===== config.mk =====
export PLATFORM = sky130hd
export DESIGN_NAME = turbo_pc_encoder
export DESIGN_NICKNAME = d
export VERILOG_FILES = /design/src/rtl/turbo_pc_encoder.sv
export SDC_FILE = /design/constraint.sdc
export NUM_CORES = 1
export LEC_CHECK = 0
export BUFFER_PORTS_ARGS = -buffer_cell sky130_fd_sc_hd__buf_4
export CAP_MARGIN = 20
export CORE_AREA = 2 2 93 95
export DETAILED_ROUTE_END_ITERATION = 8
export DIE_AREA = 0 0 95 97
export PLACE_DENSITY = 0.76
export SETUP_SLACK_MARGIN = 0.4
export SLEW_MARGIN = 20
export SYNTH_ARGS = -nofsm -noshare
export SYNTH_HDL_FRONTEND = slang
export SYNTH_SLANG_ARGS = --single-unit

===== constraint.sdc =====
create_clock -name clk -period 3.2 [get_ports clk]
set_clock_uncertainty 0.2 [all_clocks]
set_input_delay 0.96 -clock clk [delete_from_list [all_inputs] [get_ports clk]]
set_output_delay 0.96 -clock clk [all_outputs]
set_load 0.01 [all_outputs]

===== src/rtl/turbo_pc_encoder.sv =====
module turbo_pc_encoder #(
  parameter int K  = 40,
  parameter int F1 = 3,
  parameter int F2 = 10
) (
  input  logic clk,
  input  logic rst_n,
  input  logic in_valid,
  input  logic in_sof,
  input  logic in_bit,
  output logic in_ready,
  output logic out_valid,
  output logic out_sys,
  output logic out_par1,
  output logic out_par2,
  output logic out_tail
);
  localparam int AW = (K > 8) ? $clog2(K) : 3;
  localparam logic [AW-1:0] LAST = AW'(K - 1);
  localparam logic [AW:0]   KW   = (AW+1)'(K);
  localparam logic [AW-1:0] G0   = AW'((F1 + F2) % K);
  localparam logic [AW-1:0] DG   = AW'((2 * F2) % K);

  typedef enum logic [1:0] {LOAD, ENC, TERM, TOUT} phase_t;

  phase_t          ph;
  logic [AW-1:0]   cnt, pi_a, g_a, wa;
  logic [K-1:0]    mem;
  logic [2:0]      s1, s2;
  logic [11:0]     tl;
  logic            u1, u2, fb1, fb2, z1, z2, tx, tz, take;

  function automatic logic [AW-1:0] addk(input logic [AW-1:0] a, input logic [AW-1:0] b);
    logic [AW:0] s;
    s = {1'b0, a} + {1'b0, b};
    if (s >= KW) s = s - KW;
    return s[AW-1:0];
  endfunction

  assign u1   = mem[cnt];
  assign u2   = mem[pi_a];
  assign fb1  = u1 ^ s1[1] ^ s1[2];
  assign fb2  = u2 ^ s2[1] ^ s2[2];
  assign z1   = fb1 ^ s1[0] ^ s1[2];
  assign z2   = fb2 ^ s2[0] ^ s2[2];
  assign tx   = (cnt < AW'(3)) ? (s1[1] ^ s1[2]) : (s2[1] ^ s2[2]);
  assign tz   = (cnt < AW'(3)) ? (s1[0] ^ s1[2]) : (s2[0] ^ s2[2]);
  assign take = in_valid && in_ready && (in_sof || cnt != '0);
  assign wa   = in_sof ? '0 : cnt;

  assign in_ready  = (ph == LOAD);
  assign out_valid = (ph == ENC) || (ph == TOUT);
  assign out_tail  = (ph == TOUT);
  assign out_sys   = (ph == ENC) ? u1 : (ph == TOUT) && tl[11];
  assign out_par1  = (ph == ENC) ? z1 : (ph == TOUT) && tl[10];
  assign out_par2  = (ph == ENC) ? z2 : (ph == TOUT) && tl[9];

  always_ff @(posedge clk) begin
    if (!rst_n) begin
      ph   <= LOAD;
      cnt  <= '0;
      mem  <= '0;
      s1   <= '0;
      s2   <= '0;
      pi_a <= '0;
      g_a  <= G0;
      tl   <= '0;
    end else begin
      case (ph)
        LOAD: begin
          pi_a <= '0;
          g_a  <= G0;
          if (take) begin
            mem[wa] <= in_bit;
            if (wa == LAST) begin
              ph  <= ENC;
              cnt <= '0;
            end else begin
              cnt <= wa + AW'(1);
            end
          end
        end
        ENC: begin
          s1   <= {s1[1:0], fb1};
          s2   <= {s2[1:0], fb2};
          pi_a <= addk(pi_a, g_a);
          g_a  <= addk(g_a, DG);
          if (cnt == LAST) begin
            ph  <= TERM;
            cnt <= '0;
          end else begin
            cnt <= cnt + AW'(1);
          end
        end
        TERM: begin
          tl <= {tl[9:0], tx, tz};
          if (cnt < AW'(3)) s1 <= {s1[1:0], 1'b0};
          else              s2 <= {s2[1:0], 1'b0};
          if (cnt == AW'(5)) begin
            ph  <= TOUT;
            cnt <= '0;
          end else begin
            cnt <= cnt + AW'(1);
          end
        end
        default: begin
          tl <= {tl[8:0], 3'b000};
          if (cnt == AW'(3)) begin
            ph  <= LOAD;
            cnt <= '0;
          end else begin
            cnt <= cnt + AW'(1);
          end
        end
      endcase
    end
  end
endmodule


=== Word level (Yosys, flattened, before mapping) ===
Index checks and enable logic that the tools add are counted.

* Register bits: 78
* Bits of input ports: 5
* Output and inout port bits: 6
* Word-level logic and storage cells: 98

* Add/sub/neg operators: 6
* Magnitude comparators: 7
* Equal/unequal tests: 13
* Multiplexer cells: 34
* Bitwise operators: 12
* Reductions and logical operators: 18

{| class="wikitable"
|+ Operator list
! operator !! number
|-
| 2-to-1 mux 6 bit || 8
|-
| bitwise mux 40 bit || 1
|-
| one-hot mux 12 bit (2 select lines) || 1
|-
| one-hot mux 6 bit (2 select lines) || 2
|-
| less-than comparator 6 x 7 -> 1 bit (second input constant) || 3
|-
| one-hot mux 6 bit (3 select lines) || 1
|-
| >= comparator 7 x 6 -> 1 bit (second input constant) || 2
|-
| adder 6 x 1 -> 6 bit (second input constant) || 2
|-
| binary-select mux 1 bit (select 6 bit) || 2
|-
| == test 6 bit (second input constant) || 2
|-
| one-hot mux 3 bit (2 select lines) || 2
|-
| subtractor 6 bit (second input constant) || 2
|-
| XOR 1 bit || 12
|-
| 2-to-1 mux 2 bit || 5
|-
| 2-to-1 mux 1 bit || 8
|-
| adder 6 x 5 -> 7 bit (second input constant) || 1
|-
| adder 6 x 6 -> 7 bit || 1
|-
| demux 1 bit (select 6 bit) || 1
|-
| == test 6 x 2 -> 1 bit (second input constant) || 1
|-
| == test 6 x 3 -> 1 bit (second input constant) || 1
|-
| >= comparator 6 x 1 -> 1 bit (second input constant) || 1
|-
| logical AND 1 bit || 6
|-
| less-than comparator 6 x 2 -> 1 bit (second input constant) || 1
|-
| 2-to-1 mux 3 bit || 2
|-
| 13 further kinds || 22
|}

=== Longest topological paths before layout ===
Gate-level depths: netlist of the first run.

* Depth after elaboration: 7
* Depth in mapped cells: 12
* Gate-level depth less buffers: 11

=== Least setup slack after synthesis of the first run ===
No wires, ideal clock.

* Kind: register -> output
* Start: register pi_a[0]
* End: output out_par2
* Data arrival time: 1919 ps
* Required time: 2040 ps
* Setup slack: 121 ps
* Cell stages (with the launch flop): 8
* Buffers on the path: 1
* Path through: dfxtp_1 -> buf_2 -> mux4_2 -> a221oi_1 -> a32oi_1 -> xnor2_1 -> nand2_1 -> o21ai_0

* Longest elaborated chain between the ends: 7

{| class="wikitable"
|+ Ends and longest elaborated chain
! item !! line !! RTL
|-
| start, declared || 27 || <nowiki>logic [AW-1:0] cnt, pi_a, g_a, wa;</nowiki>
|-
| start signal, assigned || 86 || <nowiki>pi_a <= addk(pi_a, g_a);</nowiki>
|-
| binary-select mux 1 bit (select 6 bit) || 41 || <nowiki>assign u2 = mem[pi_a];</nowiki>
|-
| 2-to-1 mux 1 bit (not written as such) || 41 ||
|-
| XOR 1 bit (2 in a row) || 43 || <nowiki>assign fb2 = u2 ^ s2[1] ^ s2[2];</nowiki>
|-
| XOR 1 bit (2 in a row) || 45 || <nowiki>assign z2 = fb2 ^ s2[0] ^ s2[2];</nowiki>
|-
| 2-to-1 mux 1 bit || 56 || <nowiki>assign out_par2 = (ph == ENC) ? z2 : (ph == TOUT) && tl[9];</nowiki>
|-
| end, declared || 15 || <nowiki>output logic out_par2,</nowiki>
|}

No other way between the ends. The select of a mux whose other input is x is not followed.

=== Worst setup path after layout of the first run ===
Same ends and word-level chain as after synthesis.

==> reports/results.ini, run 1 <==
[worst_setup_path]
startpoint_type=register
reg2regPathDepth=12
reg2reg_slack_ps=380
worstPathArrival_ps=2290
r2r-end=pi_a[4]
worst_path_max_stage_delay_ps=530
worst-path-buf-inv=2
crit_family=multiplexers
rr_startpoint=pi_a[0]
path_cells=buf_4 > mux4_2 > a32oi_2 > a32oi_2 > xnor2_1 > nand2_1 > o21ai_2 > buf_4
critPathSlowestCell=sky130_fd_sc_hd__mux4_2
setup.worst_path.class=reg -> out
crit_path_end_kind=output port
worst-path-max-fanout=6
required_ps=2040

[power_and_ir_drop]
p_leak_nw=2.133
worst_ir_drop_vdd_v=0.0003754
pwr_density_cell_nw_per_um2=349.8

[finish]
fillerInstances=635
final_layout_size_suffix_gt1_frac=0.1862
antenna-diode-count=0
area.sequential_um2=1555
layout.cells.most_common_list=sky130_fd_sc_hd__nand2_1 (70), sky130_fd_sc_hd__dfxtp_1 (68), sky130_fd_sc_hd__mux2i_1 (51)
multi_input_gate_area_um2=3332
most_common_cell_after_layout_fill_and_taps_aside=sky130_fd_sc_hd__nand2_1
final_cell_area_um2=5672
final-instance-count-excl-fill=701
areaGrowthSynthToFinish_pct=14.15
final_nets=614

[cts]
clkSlewWorstSetupHoldPaths_ps=90
cts.path.max_buffers=2
cts_tree=yes
num_cts_buffers=9
clock_tree.root_cell=sky130_fd_sc_hd__clkbuf_8
cts-htree-levels=3
clock_sink_count=77
worst_skew_pair_later_pin_latency_ps=360

[hold_path]
hold-path-cell-count=2
min_from=tl[2]
hold_path_end=tl[2]
timing.hold.worst.class=reg -> reg

[logic_synthesis]
synthesis.yosys.warnings=0
synth-main-ff-cell=sky130_fd_sc_hd__dfxtp_1
async_flop_share=0
post_synth_instance_area_um2=4969
synth_edf_count=0
yosysSeqAreaShare=0.3102
total_of_flip_flops_plus_latches_after_synthesis=77
syn_avg_cell_area_um2=8.581
postSynthNetCount=602
synth.lib_cells_used.distinct=60
syn-instance-count=579

[placed_design]
dp_cells=674
dp.final_hpwl_mm=9.081
dpl_cell_area_um2=5204
finalWeightedCongestion=0.9154
place.port_buffers=10

[sta]
totalNegativeSetupSlack_ps=-444.2
finalSetupViolCount=3
worst_slack_setup_final_ps=-252.9
finalMaxSlewViolations=0
hold_viol_final=0
tightest_slew_ps=696.5
grt_setup_unrepaired=true
fmaxAchievable_mhz=289.6
timing.max_slew.rel_slack=0.5354
final.min_clock_period_ps=3453
finalCritPeriodShare=1.079

[floorplan]
die_width_um=95
die_height_um=97
fp.coreArea_um2=8134
initial_standard_cell_utilization_of_the_core=0.6108
fp-row-count=33
io_pins=11
die_area_um2=9215

[route]
detail_route.vias_per_cell=6.399
ant_nets=0
drt-wirelength-per-cell_um=18.82
drt-total-wl_mm=13.19
detailedRoute.firstPassIterationCount=5
drc=0
initialDrtViolationCount=340
routed-via-count=4486

[global_route]
groute.usage.overall=0.2913
grt_first_pass_wirelength_mm=21.30
grt_antenna_before_repair=0
grt_overflow_total=0
number_of_global_route_vias_before_repair=4310
largest_net_degree_at_the_start_of_global_routing=40

[run_status]
run_status=finished, violations left
failing_checks=negative setup slack

[job]
maxCapViolations=0

area by class of cell:
cell class | count | area share
clock inverters | 6 | 0.01544
flip-flops and latches | 77 | 0.2742
multi-input cells | 448 | 0.5875
clock buffers | 10 | 0.02250
repair buffers | 42 | 0.06861
well taps | 105 | 0.02316
inverters | 13 | 0.008604
kinds of logic (layout without fill, tap and decap cells):
family	after synthesis	count (layout)	share of synthesized area
AO/OA/AOI/OAI	144	144	0.2017
XOR/XNOR	18	18	0.03173
adder cells (fa/ha/maj)	18	18	0.04533
buffers and inverters	54	71	0.04734
flip-flops	77	77	0.3102
multiplexers	66	66	0.1587
AND/OR/NAND/NOR	202	202	0.2050
cells in the mapped netlist, drive strengths merged (2+ instances only):
cell type | count | area share
clkbuf | 25 | 0.019
nand2b | 3 | 0.0038
o31ai | 11 | 0.017
a32oi | 4 | 0.0071
nand2 | 70 | 0.053
o21a | 3 | 0.0045
mux2 | 2 | 0.0045
xor2 | 5 | 0.0088
nor3b | 11 | 0.019
xnor2 | 13 | 0.023
inv | 13 | 0.0098
ha | 18 | 0.045
nor2b | 32 | 0.040
a211o | 2 | 0.0035
a21boi | 20 | 0.030
buf | 16 | 0.019
or3b | 2 | 0.0035
a22oi | 7 | 0.011
nand4 | 9 | 0.011
o211a | 9 | 0.018
a221oi | 4 | 0.0071
nor3 | 13 | 0.013
nand3b | 3 | 0.0045
nand3 | 11 | 0.011
nor2 | 34 | 0.026
o21ai | 38 | 0.038
mux4 | 10 | 0.045
mux2i | 54 | 0.11
a21oi | 14 | 0.014
o211ai | 11 | 0.017
a31oi | 4 | 0.0050
o221ai | 2 | 0.0035
a211oi | 3 | 0.0055
and2 | 2 | 0.0028
or2 | 3 | 0.0038
nand4b | 2 | 0.0035
o22ai | 3 | 0.0038
and3 | 3 | 0.0038
dfxtp | 77 | 0.31
stage by stage:
stage | setup slack [ps] | util | power [W] | hold WS [ps]
2_1_floorplan | 267.4 | - | 0.001106 | 253.1
3_3_place_gp | 88.89 | 0.6397 | 0.001143 | 269.8
3_5_place_dp | 35.99 | 0.6397 | 0.001147 | 279.2
4_1_cts | -273.8 | 0.6850 | 0.001974 | 298.8
5_1_grt | -374.7 | 0.6973 | 0.002049 | 323.9
6_report | -252.9 | 0.6973 | 0.001984 | 297.2
flip-flops by register name (all words and copies together) (netlist names):
| name | count |
|---|---|
| pi_a | 6 |
| ph | 2 |
| tl | 12 |
| cnt | 6 |
| s2 | 3 |
| mem | 40 |
| s1 | 3 |
| g_a | 5 |
per-layer routing:
metal	routed length (µm)	global-route usage	share of wire
met5	0	0	0
met4	407	0.1093	0.031
met3	960	0.06776	0.073
met2	6237	0.4484	0.47
met1	5584	0.3953	0.42
worst reg2reg max path, stage by stage (launching register included):
cell and delay (ps):
sky130_fd_sc_hd__dfxtp_2 360, sky130_fd_sc_hd__buf_4 170, sky130_fd_sc_hd__ha_2 200, sky130_fd_sc_hd__ha_2 220
sky130_fd_sc_hd__a211oi_4 80, sky130_fd_sc_hd__o21ba_2 230, sky130_fd_sc_hd__or2_2 290, sky130_fd_sc_hd__ha_1 220
sky130_fd_sc_hd__inv_1 80, sky130_fd_sc_hd__a211oi_1 60, sky130_fd_sc_hd__a22oi_2 220, sky130_fd_sc_hd__mux2_4 320
sky130_fd_sc_hd__o21ai_1 100
power by group:
| part | switching [W] | total [W] | leakage [nW] | internal (W) |
|---|---|---|---|---|
| registers | 0.00000863 | 0.000970 | 0.623 | 0.000961 |
| clock network | 0.000377 | 0.000816 | 0.110 | 0.000440 |
| logic | 0.000110 | 0.000198 | 1.40 | 0.0000876 |
| total | 0.000496 | 0.00198 | 2.13 | 0.00149 |
what timing repair did:
action / in CTS / in global routing
setup endpoints to repair: 5 / 8
hold buffers: 0 / 0
resized for setup: 19 / 15
pin swaps: 7 / 6
setup buffers: 3 / 6
cloned: 2 / 0
worst max-delay path by stage:
stage	from	to	slack [ps]	cells after the start
floorplan	cnt[3]	out_par1	270	8
global placement	pi_a[0]	out_par2	90	8
detailed placement	pi_a[0]	out_par2	40	8
CTS	pi_a[0]	out_par2	-270	8
global route	pi_a[0]	out_par2	-370	8
finish	pi_a[0]	out_par2	-250	8
Note: power is estimated with default switching activity, not from simulation.
==> run 2: changes to the inputs <==
--- a/config.mk
+++ b/config.mk
@@ -10,7 +10,7 @@
 export CORE_AREA = 2 2 93 95
 export DETAILED_ROUTE_END_ITERATION = 8
 export DIE_AREA = 0 0 95 97
-export PLACE_DENSITY = 0.76
+export PLACE_DENSITY = 0.87
 export SETUP_SLACK_MARGIN = 0.4
 export SLEW_MARGIN = 20
 export SYNTH_ARGS = -nofsm -noshare
==> constraint.sdc (replaced) <==
create_clock -name clk -period 3.75 [get_ports clk]
set_clock_uncertainty 0.2 [all_clocks]
set_input_delay 1.125 -clock clk [delete_from_list [all_inputs] [get_ports clk]]
set_output_delay 1.125 -clock clk [all_outputs]
set_load 0.01 [all_outputs]
==> reports/results.ini, run 2 (synthesis results as in run 1) <==
[run_status]
run_status=finished clean

[cts]
num_cts_buffers=9  ; unchanged
hold_buffer_count_at_cts=0  ; unchanged
cts_tree=yes
clock_tree.root_cell=sky130_fd_sc_hd__clkbuf_8
worst_skew_pair_later_pin_latency_ps=360  ; about the same
cts-htree-levels=3  ; unchanged
cts.path.max_buffers=2  ; unchanged
clock_sink_count=77  ; unchanged
clkSlewWorstSetupHoldPaths_ps=80  ; about the same

[route]
ant_nets=0  ; unchanged
routed-via-count=4754  ; +6.0%
initialDrtViolationCount=567  ; +67%
drt-wirelength-per-cell_um=20.26  ; +7.7%
detail_route.vias_per_cell=6.860  ; +7.2%
detailedRoute.firstPassIterationCount=6  ; +1
drt-total-wl_mm=14.04  ; +6.4%
drc=0  ; unchanged

[job]
maxCapViolations=0  ; unchanged

[sta]
tightest_slew_ps=919.0  ; +222.5 ps
finalCritPeriodShare=0.9815
hold_viol_final=0  ; unchanged
fmaxAchievable_mhz=271.7
finalSetupViolCount=0  ; -3
totalNegativeSetupSlack_ps=0  ; +444.2 ps
timing.max_slew.rel_slack=0.3874  ; -0.1480
hold_ws_ps=296.6  ; -0.6070 ps
final.min_clock_period_ps=3681
grt_setup_unrepaired=true
finalMaxSlewViolations=0  ; unchanged

[placed_design]
finalWeightedCongestion=1.023  ; +12%
place.port_buffers=10  ; unchanged
dpl_cell_area_um2=5069  ; -2.6%
dp_cells=662  ; -1.8%
dp.final_hpwl_mm=8.690  ; -4.3%

[hold_path]
min_from=tl[0]
timing.hold.worst.class=reg -> reg
hold-path-cell-count=2  ; unchanged

[worst_setup_path]
setup.worst_path.start=pi_a[0]
setup.worst_path.class=reg -> out
critPathSlowestCell=sky130_fd_sc_hd__mux4_2
crit_path_end_kind=output port
r2r-end=pi_a[4]
reg2regPathDepth=13  ; +1
startpoint_type=register
required_ps=2420  ; +380 ps
worst_path_max_stage_delay_ps=510  ; -20 ps
endpoint=out_par2
rr_startpoint=pi_a[0]
reg2reg_slack_ps=520  ; +140 ps
worstPathArrival_ps=2360  ; +70 ps
path_cells=clkbuf_4 > mux4_2 > a22oi_1 > a32oi_2 > xnor2_1 > nand2_1 > o21ai_1 > buf_4
worst-path-max-fanout=5  ; -1

[floorplan]
fp.coreArea_um2=8134  ; unchanged
die_width_um=95  ; unchanged
die_height_um=97  ; unchanged
initial_standard_cell_utilization_of_the_core=0.6108  ; unchanged
die_area_um2=9215  ; unchanged
fp-row-count=33  ; unchanged
io_pins=11  ; unchanged

[global_route]
groute.usage.overall=0.3084  ; +0.01719
grt_first_pass_wirelength_mm=22.33  ; +4.8%
largest_net_degree_at_the_start_of_global_routing=48  ; +20%
grt_overflow_total=0  ; unchanged
grt_antenna_before_repair=0  ; unchanged
number_of_global_route_vias_before_repair=4481  ; +4.0%

[finish]
largest_register_ff_count=40  ; unchanged
largestRegisters=mem: 40 flops, tl: 12 flops
antenna-diode-count=0  ; unchanged
final-instance-count-excl-fill=693  ; -1.1%
regMostFlops=mem
final_cell_area_um2=5535  ; -2.4%
final_nets=606  ; -1.3%
final_layout_size_suffix_gt1_frac=0.1616  ; -0.02468
layout.cells.most_common_list=sky130_fd_sc_hd__nand2_1 (70), sky130_fd_sc_hd__dfxtp_1 (70), sky130_fd_sc_hd__mux2i_1 (49)
areaGrowthSynthToFinish_pct=11.41

[power_and_ir_drop]
p_leak_nw=2.044  ; -4.2%
worst_ir_drop_vdd_v=0.0002425  ; -35%
finalPower_w=0.001565  ; -21%
pwr_density_cell_nw_per_um2=282.8  ; -19%

## run 2: worst min-delay path by stage
| stage | end | slack, ps |
|---|---|---|
| finish | tl[0] | 300 |
| global route | tl[2] | 320 |
| CTS | tl[0] | 300 |
| detailed placement | tl[0] | 280 |
| global placement | tl[1] | 270 |
| floorplan | tl[1] | 250 |
## run 2: layout make-up
cell class,instances,area [µm²]
flip-flops and latches,77,1560
clock inverters,6,38.79
multi-input cells,448,3303
inverters,13,48.80
repair buffers,34,315.3
fillers,590,2599
well taps,105,131.4
clock buffers,10,137.6
## run 2: what timing repair did
item | in CTS | in global routing
gates resized for setup | 25 | 12
gates cloned | 3 | 0
setup endpoints to repair | 3 | 4
buffers inserted | 11 | 1
pin swaps | 8 | 5
## run 2: critical path: cells and delay by family (launching register included)
kind | cells | cell delay [ps]
buf+inv | 2 | 340
mux | 1 | 510
compound gates | 3 | 530
simple gates | 1 | 70
xor+xnor | 1 | 200
flops | 1 | 360
## run 2: metal layers
| metal | vias to the layer above | GRT usage | routed length, µm |
|---|---|---|---|
| li1 | 2117 | - | - |
| met1 | 2174 | 0.3876 | 5221 |
| met2 | 348 | 0.4812 | 6439 |
| met3 | 115 | 0.07944 | 1487 |
| met4 | 0 | 0.1628 | 890 |
| met5 | - | 0 | 0 |
## run 2: stage by stage
step                worst slack (ps)  utilization
detailed placement             274.5       0.6231
global route                  -15.48       0.6805
CTS                            106.7       0.6745
floorplan                      506.0            -
global placement               375.4       0.6231
finish                         69.39       0.6805
## run 2: report_power, final
part           internal, W  switching (W)  total [W]
registers         0.000818     0.00000935   0.000828
clock network     0.000256       0.000321   0.000577
logic            0.0000665      0.0000942   0.000161
total              0.00114       0.000425    0.00157
